File: src/rtl/flash_stat_pkg.sv
package flash_stat_pkg;
  typedef enum logic [1:0] {
    OP_NONE   = 2'd0,
    OP_PROG   = 2'd1,
    OP_SERASE = 2'd2,
    OP_CERASE = 2'd3
  } flash_op_e;

  // Bit 7 of the status word: inverted data bit on program, zero on erase
  function automatic logic poll_bit(input logic [1:0] op, input logic loaded_bit);
    return (op == OP_PROG) ? ~loaded_bit : 1'b0;
  endfunction
endpackage

File: src/rtl/fsr_edge.sv
module fsr_edge #(
  parameter int N = 1
) (
  input  logic         clk,
  input  logic         rst_n,
  input  logic [N-1:0] lvl,
  output logic [N-1:0] rise,
  output logic [N-1:0] q
);
  always_ff @(posedge clk or negedge rst_n) begin
    if (!rst_n) q <= '0;
    else        q <= lvl;
  end

  assign rise = lvl & ~q;
endmodule

File: src/rtl/fsr_toggle.sv
module fsr_toggle (
  input  logic clk,
  input  logic rst_n,
  input  logic clr,
  input  logic evt,
  output logic cur,
  output logic q
);
  // clear applies before a read that lands in the same cycle
  assign cur = clr ? 1'b0 : q;

  always_ff @(posedge clk or negedge rst_n) begin
    if (!rst_n)   q <= 1'b0;
    else if (evt) q <= ~cur;
    else          q <= cur;
  end

  // every counted read leaves the bit flipped relative to what it presented
  a_r3_flip_on_read: assert property (@(posedge clk) disable iff (!rst_n)
    evt |=> q == ~$past(cur));
  // a start-of-cycle clear with no read leaves the bit at 0
  a_r4_clear_to_zero: assert property (@(posedge clk) disable iff (!rst_n)
    (clr && !evt) |=> !q);
  a_r3_idle_stable: assert property (@(posedge clk) disable iff (!rst_n)
    (!clr && !evt) |=> $stable(q));
endmodule

File: src/rtl/fsr_readmux.sv
module fsr_readmux
  import flash_stat_pkg::*;
#(
  parameter int DW = 16
) (
  input  logic          busy,
  input  logic [1:0]    op,
  input  logic          loaded_bit7,
  input  logic          tog_main,
  input  logic          tog_susp,
  input  logic          sect_hit,
  input  logic [DW-1:0] array_data,
  output logic [DW-1:0] word
);
  localparam int POLL_BIT = 7;
  localparam int TOG_BIT  = 6;
  localparam int SUSP_BIT = 2;

  always_comb begin
    word = '0;
    if (busy) begin
      word[POLL_BIT] = poll_bit(op, loaded_bit7);
      word[TOG_BIT]  = tog_main;
      word[SUSP_BIT] = sect_hit & tog_susp;
    end else if (sect_hit) begin
      word[SUSP_BIT] = tog_susp;
    end else begin
      word = array_data;
    end
  end

  // unused bits stay zero on a busy status word
  always_comb begin
    if (busy) begin
      a_r8_unused_zero: assert ((word & ~(DW'(1) << POLL_BIT | DW'(1) << TOG_BIT
                                | DW'(1) << SUSP_BIT)) == '0);
    end
  end
endmodule

File: src/rtl/flash_status_readback.sv
module flash_status_readback
  import flash_stat_pkg::*;
#(
  parameter int DW = 16,
  parameter int AW = 20,
  parameter int SW = 8
) (
  input  logic          clk,
  input  logic          rst_n,
  input  logic          busy_i,
  input  logic [1:0]    op_i,
  input  logic [DW-1:0] last_data_i,
  input  logic          susp_i,
  input  logic [SW-1:0] susp_sector_i,
  input  logic          rd_i,
  input  logic [AW-1:0] rd_addr_i,
  input  logic [DW-1:0] array_data_i,
  output logic [DW-1:0] rd_data_o,
  output logic          ryby_pull_o
);
  localparam int SECT_SHIFT = AW - SW;
  localparam int EDGES      = 3;

  function automatic logic sector_match(input logic [AW-1:0] a, input logic [SW-1:0] s);
    return (a >> SECT_SHIFT) == AW'(s);
  endfunction

  // named internal events
  logic [EDGES-1:0] lvl, rise, lvl_q;
  logic rd_rise, busy_start, susp_start;
  logic sect_hit, busy_read, susp_read;
  logic tog_main_cur, tog_main_q, tog_susp_cur, tog_susp_q;
  logic [DW-1:0] next_word;

  assign lvl = {susp_i, busy_i, rd_i};

  fsr_edge #(.N(EDGES)) u_edges (
    .clk(clk), .rst_n(rst_n), .lvl(lvl), .rise(rise), .q(lvl_q)
  );

  assign rd_rise    = rise[0];
  assign busy_start = rise[1];
  assign susp_start = rise[2];
  assign sect_hit   = susp_i && sector_match(rd_addr_i, susp_sector_i);
  assign busy_read  = rd_rise && busy_i;
  assign susp_read  = rd_rise && sect_hit;

  fsr_toggle u_tog_main (
    .clk(clk), .rst_n(rst_n), .clr(busy_start), .evt(busy_read),
    .cur(tog_main_cur), .q(tog_main_q)
  );

  fsr_toggle u_tog_susp (
    .clk(clk), .rst_n(rst_n), .clr(susp_start), .evt(susp_read),
    .cur(tog_susp_cur), .q(tog_susp_q)
  );

  fsr_readmux #(.DW(DW)) u_mux (
    .busy(busy_i), .op(op_i), .loaded_bit7(last_data_i[7]),
    .tog_main(tog_main_cur), .tog_susp(tog_susp_cur), .sect_hit(sect_hit),
    .array_data(array_data_i), .word(next_word)
  );

  always_ff @(posedge clk or negedge rst_n) begin
    if (!rst_n) begin
      rd_data_o   <= '0;
      ryby_pull_o <= 1'b0;
    end else begin
      if (rd_rise) rd_data_o <= next_word;
      ryby_pull_o <= busy_i;
    end
  end

  a_r1_prog_poll: assert property (@(posedge clk) disable iff (!rst_n)
    (busy_read && op_i == OP_PROG) |=> rd_data_o[7] == ~$past(last_data_i[7]));
  a_r2_erase_poll: assert property (@(posedge clk) disable iff (!rst_n)
    (busy_read && (op_i == OP_SERASE || op_i == OP_CERASE)) |=> !rd_data_o[7]);
  a_r4_first_read_zero: assert property (@(posedge clk) disable iff (!rst_n)
    (busy_read && busy_start) |=> !rd_data_o[6]);
  a_r5_true_data: assert property (@(posedge clk) disable iff (!rst_n)
    (rd_rise && !busy_i && !sect_hit) |=> rd_data_o == $past(array_data_i));
  a_r6_pull_low: assert property (@(posedge clk) disable iff (!rst_n)
    busy_i |=> ryby_pull_o);
  a_r6_release: assert property (@(posedge clk) disable iff (!rst_n)
    !busy_i |=> !ryby_pull_o);
  a_r10_hold: assert property (@(posedge clk) disable iff (!rst_n)
    !rd_rise |=> $stable(rd_data_o));
  a_r10_edge_q: assert property (@(posedge clk) disable iff (!rst_n)
    $rose(lvl_q[0]) |-> $past(rd_i));
  a_r7_susp_zero_bits: assert property (@(posedge clk) disable iff (!rst_n)
    (susp_read && !busy_i) |=> (rd_data_o & ~(DW'(1) << 2)) == '0);
endmodule

File: config.mk
export PLATFORM = sky130hd
export DESIGN_NAME = flash_status_readback
export DESIGN_NICKNAME = d
export VERILOG_FILES = /design/src/rtl/flash_stat_pkg.sv /design/src/rtl/fsr_edge.sv /design/src/rtl/fsr_toggle.sv /design/src/rtl/fsr_readmux.sv /design/src/rtl/flash_status_readback.sv
export SDC_FILE = /design/constraint.sdc
export NUM_CORES = 1
export LEC_CHECK = 0
export BUFFER_PORTS_ARGS = -buffer_cell sky130_fd_sc_hd__buf_4
export CAP_MARGIN = 20
export CORE_MARGIN = 2
export CORE_UTILIZATION = 36
export CTS_CLUSTER_DIAMETER = 60
export DETAILED_ROUTE_END_ITERATION = 10
export PLACE_DENSITY_LB_ADDON = 0.3
export RECOVER_POWER = 50
export SETUP_SLACK_MARGIN = 0.05
export SYNTH_ARGS = -nofsm -noshare
export SYNTH_HDL_FRONTEND = slang
export SYNTH_HIERARCHICAL = 1
export SYNTH_SLANG_ARGS = --single-unit
export TNS_END_PERCENT = 100
File: constraint.sdc
create_clock -name clk -period 1.4 [get_ports clk]
set_input_delay 0.14 -clock clk [delete_from_list [all_inputs] [get_ports clk]]
set_output_delay 0.14 -clock clk [all_outputs]
set_load 0.02 [all_outputs]
Word-level counts from Yosys, hierarchy flattened
Index checks and enable logic that the tools add are counted.
{"block": "totals", "register_bits": 22, "latchBits": 0, "inputBits": 67, "memories": 0, "output_inout_bits": 17, "ramBits": 0, "word_cells": 29, "rom_bits": 0}
{"block": "op_classes", "n_bitwise": 6, "reduce_logical": 3, "n_div": 0, "multipliers": 0, "n_eq_ne": 2, "addsub": 0, "n_shift": 0, "magnitude_cmp": 0, "mux": 13}
{"op": "$mux W13", "count": 1}
{"op": "$eq A8 B8 Y1", "count": 1}
{"op": "$mux W8", "count": 1}
{"op": "$mux W1", "count": 7}
{"op": "$mux W2", "count": 3}
{"op": "$and A3 B3 Y3", "count": 1}
{"op": "$logic_and A1 B1 Y1", "count": 3}
{"op": "$mux W3", "count": 1}
{"op": "$not A1 Y1", "count": 3}
{"op": "$not A3 Y3", "count": 1}
{"op": "$eq A2 B1 Y1 const B", "count": 1}
{"op": "$and A1 B1 Y1", "count": 1}

Longest topological paths before layout
{"block": "depth", "depth_word": 5, "depth_mapped": 7}

Cells and area by module
Netlist, hierarchy kept.
{"mod": "flash_status_readback", "cells_per_inst": 52, "seq_area_each_um2": 425.4, "area_each_um2": 740.7, "n_inst": 1}
{"mod": "fsr_readmux", "cells_per_inst": 21, "seq_area_each_um2": 0.0, "area_each_um2": 166.4, "n_inst": 1}
{"mod": "fsr_edge", "cells_per_inst": 6, "seq_area_each_um2": 75.1, "area_each_um2": 116.4, "n_inst": 1}
{"mod": "fsr_toggle", "cells_per_inst": 3, "seq_area_each_um2": 25.0, "area_each_um2": 55.1, "n_inst": 2}

Worst setup path after synthesis
No wires, ideal clock.
{"block": "synth_timing", "path_type": "input -> register", "from": "in susp_sector_i[0]", "to": "reg rd_data_o[0]", "n_path_buf": 1, "t_required_ns": 1.275, "setup_time_ns": 0.125, "t_arrival_ns": 1.304, "stages": 7, "slack_ns": -0.029, "cell_sequence": "inv_1 > a222oi_1 > and4bb_1 > nor2_4 > buf_6 > and2_1 > mux2_2"}
{"block": "synth_via", "elab_chain_len": 4}
{"element": "start, declared", "line": "flash_status_readback.sv:14", "source": "input logic [SW-1:0] susp_sector_i,"}
{"element": "$eq A8 B8 Y1", "line": "flash_status_readback.sv:25", "source": "return (a >> SECT_SHIFT) == AW'(s);"}
{"element": "$logic_and A1 B1 Y1", "line": "flash_status_readback.sv:44", "source": "assign sect_hit = susp_i && sector_match(rd_addr_i, susp_sector_i);"}
{"element": "net sect_hit", "line": "flash_status_readback.sv:31", "source": "logic sect_hit, busy_read, susp_read;"}
{"element": "$mux W2", "line": "fsr_readmux.sv:25", "source": "end else if (sect_hit) begin"}
{"element": "$mux W2", "line": "fsr_readmux.sv:21", "source": "if (busy) begin"}
{"element": "net next_word[0]", "line": "flash_status_readback.sv:33", "source": "logic [DW-1:0] next_word;"}
{"element": "end signal, assigned", "line": "flash_status_readback.sv:69", "source": "if (rd_rise) rd_data_o <= next_word;"}
{"element": "end, declared", "line": "flash_status_readback.sv:18", "source": "output logic [DW-1:0] rd_data_o,"}
The timed path passes the listed nets, and every way through them passes these cells.
A chain may end at the register's enable or synchronous reset.

Final worst setup path
{"block": "layout_timing", "from": "in rd_i", "to": "reg rd_data_o[3]"}
{"block": "layout_via", "elab_chain_len": 1}
{"element": "start, declared", "line": "flash_status_readback.sv:15", "source": "input logic rd_i,"}
{"element": "$and A3 B3 Y3", "line": "fsr_edge.sv:15", "source": "assign rise = lvl & ~q;"}
{"element": "net rise[0]", "line": "flash_status_readback.sv:29", "source": "logic [EDGES-1:0] lvl, rise, lvl_q;"}
The timed path passes the listed nets, and every way through them passes these cells.

==> impl_summary.log <==
[metrics] DRC violation count after routing: 0
[metrics] HPWL Detailed: ~1800 um
[metrics] slew at the pin closest to its max-slew limit: 0.550 ns
[metrics] PD cells: 981 nW/um2
[metrics] cell types occupying the most area after synthesis: sky130_fd_sc_hd__dfrtp_1 (49%), sky130_fd_sc_hd__mux2_2 (16%), sky130_fd_sc_hd__and2_4 (6.2%)
[metrics] CP Buf/Inv Count: 3
[metrics] antenna cell count: 0
[metrics] fraction of synthesized cell area taken by the top area cell type: 0.486
[metrics] total of endpoints with negative setup slack in the final report: 0
[metrics] via count of the first global-routing pass: 859
[metrics] total clock sinks: 22
[metrics] launch instance of the worst register-to-register path: u_edges/q[0]
[metrics] average detailed-routed wire length per instance: approximately 12 um
[metrics] hold violation count in the final report: 0
[metrics] worst min-delay path category: in -> reg
[metrics] routability congestion estimate from global placement: approximately 0.64
[metrics] family with the most delay on the worst path: buffers and inverters
[metrics] cell area after synthesis: about 1100 um2
[metrics] type of the worst setup path: in -> reg
[metrics] die width: roughly 60 um
[metrics] arrival time of the worst setup path: ~1.5 ns
[metrics] via density per instance: approximately 4.4
[metrics] leakage power total: 0.000881 uW
[metrics] 1st-pass router iterations: 4
[metrics] standard cell core area: 3030 um2
[metrics] endpoint of the worst hold path: u_edges/q[2]
[metrics] wire length reported by the detailed router: about 2300 um
[metrics] Fmax: around 770 MHz
[metrics] cell depth of the worst hold path: 2
[metrics] cell with the largest stage delay on the worst path: sky130_fd_sc_hd__dlygate4sd3_1
[metrics] worst vdd rail ir drop: 0.000620 V
[metrics] design area: roughly 1700 um2
[metrics] vertical extent of the die: 60.1 um
[metrics] ordered cell list for the critical path: dlygate4sd3_1 > clkbuf_4 > nor2b_4 > buf_6 > mux2_4
[metrics] Min-Delay Startpoint: susp_i
[metrics] type of element capturing the critical path: flip-flop
[metrics] htree depth: 1
[metrics] overflow left after global routing: 0
[metrics] portion of the clock cycle consumed by the worst path in the final layout: 0.932
[metrics] fin. max-slew vios: 0
[metrics] die area: 3610 um2
[metrics] number of clock buffers inserted by TritonCTS: 3
[metrics] highest cell delay on the worst timing path: 0.53 ns
[metrics] Max FO, Critical Path: 6
[metrics] P&R area growth vs syn: 54.3%
[metrics] number of port buffers: 56
[metrics] master cell of the clock root buffer: sky130_fd_sc_hd__clkbuf_4
[metrics] number of unique standard cell types used by synthesis: 25
[metrics] #FFs+latches synth: 22
[metrics] mean post-synth cell area: between 10 and 15 um2
[metrics] required time at the worst-slack endpoint: 1.60 ns
[metrics] final-stage net count: 217
[metrics] reported max-cap violation count: 0
[metrics] nets in the synthesized netlist: between 150 and 200
[metrics] count of buffers added by post-CTS timing repair for setup: 0
[metrics] ratio of cells with drive above 1 in the final layout: 0.658
[metrics] first-pass GRT wire length: 3770 um
[metrics] post-synthesis sequential area ratio: 0.486
[metrics] Starting DRT DRC Count: 23
[metrics] cell taking the most area after synthesis: sky130_fd_sc_hd__dfrtp_1
[metrics] count of boundary I/O pins: 84
[metrics] warning count from the yosys run: 6
[metrics] via count: around 850
[metrics] initial antenna violation count: 0
[metrics] CTS clk-pin slew, worst paths: 0.13 ns
[metrics] cell depth of the worst flop-to-flop path: 3
[metrics] initial cell density of the core: 0.374
[metrics] synthesized instance count: 85
[metrics] unrepaired setup endpoints after global routing: no
[metrics] slack of the worst reg-to-reg path: ~0.17 ns
[metrics] result of the run: finished, final reports clean
[metrics] power after layout: 1720 uW
[metrics] placed cell areas: roughly 1700 um2
[metrics] clock tree from TritonCTS: built
[metrics] antenna-violating nets left: 0
[metrics] number of placement rows: 20
[metrics] Max transition margin: 0.633
[metrics] clock period minus final worst setup slack: 1.30 ns
[metrics] FF-to-FF End: rd_data_o[3]
[metrics] kind of start point of the critical path: input port
[metrics] Total Routing Usage GR: 0.143
[metrics] clk_skew: between 0.01 and 0.015 ns
[metrics] pin count of the biggest net entering global routing: 23
[metrics] maximum clock path buffer count: 2
[metrics] clock latency on the worst-skew pair: 0.31 ns
[metrics] # fillers: 264
-- Yosys cell counts --
| cell type | count |
|---|---|
| sky130_fd_sc_hd__nor2_1 | 2 |
| sky130_fd_sc_hd__o21ai_0 | 1 |
| sky130_fd_sc_hd__nor2_4 | 1 |
| sky130_fd_sc_hd__and2_2 | 3 |
| sky130_fd_sc_hd__nor2b_4 | 5 |
| sky130_fd_sc_hd__a22o_2 | 1 |
| sky130_fd_sc_hd__nand2_1 | 1 |
| sky130_fd_sc_hd__nand2b_1 | 1 |
| sky130_fd_sc_hd__dfrtp_1 | 22 |
| sky130_fd_sc_hd__buf_2 | 1 |
| sky130_fd_sc_hd__a32o_1 | 1 |
| sky130_fd_sc_hd__xor2_1 | 2 |
| sky130_fd_sc_hd__and4bb_1 | 1 |
| sky130_fd_sc_hd__xor2_2 | 2 |
| sky130_fd_sc_hd__buf_4 | 1 |
| sky130_fd_sc_hd__o2111ai_1 | 1 |
| sky130_fd_sc_hd__xnor2_1 | 3 |
| sky130_fd_sc_hd__and2_4 | 8 |
| sky130_fd_sc_hd__or2b_1 | 2 |
| sky130_fd_sc_hd__a222oi_1 | 1 |
| sky130_fd_sc_hd__nand3_1 | 1 |
| sky130_fd_sc_hd__inv_1 | 3 |
| sky130_fd_sc_hd__buf_6 | 1 |
| sky130_fd_sc_hd__mux2_2 | 16 |
| sky130_fd_sc_hd__and2_1 | 4 |
-- cell families after synthesis --
family,Yosys count,synth area share
buffers and inverters,6,0.0309
flip-flops,22,0.486
AO/OA/AOI/OAI,5,0.0386
AND/OR/NAND/NOR,29,0.219
XOR/XNOR,7,0.0673
multiplexers,16,0.159
-- layer usage --
metal  wire (um)  GRT usage  part of all wire  vias up
met5           0          0                 0        -
met4          17     0.0381            0.0074        0
met3         127     0.0541             0.056        2
met2        1230      0.245              0.54       26
met1         906      0.167              0.40      406
li1            -          -                 -      412
-- cell usage in the layout, fill, tap and decap left out, types with 2 or more instances in the layout --
master                          netlist  layout
sky130_fd_sc_hd__buf_4                1      51
sky130_fd_sc_hd__mux2_2              16       4
sky130_fd_sc_hd__and2_4               8       8
sky130_fd_sc_hd__dlygate4sd3_1        0       3
sky130_fd_sc_hd__clkbuf_4             0       5
sky130_fd_sc_hd__mux2_4               0      12
sky130_fd_sc_hd__inv_1                3       2
sky130_fd_sc_hd__nor2b_4              5       5
sky130_fd_sc_hd__dfrtp_1             22      22
sky130_fd_sc_hd__xor2_1               2       2
sky130_fd_sc_hd__and2_2               3       3
sky130_fd_sc_hd__xor2_2               2       2
sky130_fd_sc_hd__or2b_1               2       2
sky130_fd_sc_hd__and2_1               4       4
sky130_fd_sc_hd__xnor2_1              3       3
sky130_fd_sc_hd__nor2_1               2       2
sky130_fd_sc_hd__clkbuf_1             0       4
-- sequential cells by signal (all words and copies together) (netlist names) --
register and flops:
rd_data_o 16, u_edges/q 3, ryby_pull_o 1, u_tog_main/q 1
u_tog_susp/q 1
-- report_power, final --
part	leakage (uW)	switching (uW)	internal (uW)
sequential	0.000279	39.5	707
clock	0.0000279	196	290
combinational	0.000574	200	285
-- worst max-delay path by stage --
stage | startpoint | to | slack (ns) | depth (start not counted)
2_1_floorplan | susp_sector_i[0] | rd_data_o[0] | -0.007 | 7
6_report | rd_i | rd_data_o[3] | 0.1 | 5
3_3_place_gp | susp_sector_i[0] | rd_data_o[2] | -0.18 | 7
4_1_cts | rd_i | rd_data_o[3] | 0.08 | 5
5_1_grt | susp_sector_i[0] | rd_data_o[7] | 0.05 | 7
3_5_place_dp | susp_sector_i[0] | rd_data_o[2] | -0.21 | 7
-- stage by stage --
stage	setup WS [ns]	hold slack, ns	utilization	cells	TNS (ns)
2_1_floorplan	-0.00652	-0.156	-	85	-0.0388
3_3_place_gp	-0.184	0.0400	0.555	186	-2.03
3_5_place_dp	-0.213	0.0469	0.555	186	-2.89
4_1_cts	0.0802	0.0103	0.582	193	0
5_1_grt	0.0516	0.0314	0.578	193	0
6_report	0.0951	0.0477	0.578	193	0
-- timing repair --
action,in CTS,in global routing
resized for setup,0,1
endpoints found under the hold margin,25,0
hold buffers,3,0
endpoints found under the setup margin,0,1
-- cell type report --
class                   count  area (um2)  share of cell area
inverters                   3        18.8              0.0107
flip-flops and latches     22         551               0.315
well taps                  44        55.1              0.0315
clock buffers               3        22.5              0.0129
multi-input cells          57         593               0.339
repair buffers             63         479               0.274
clock inverters             1        30.0              0.0172
(Power assumes the default switching activity.)
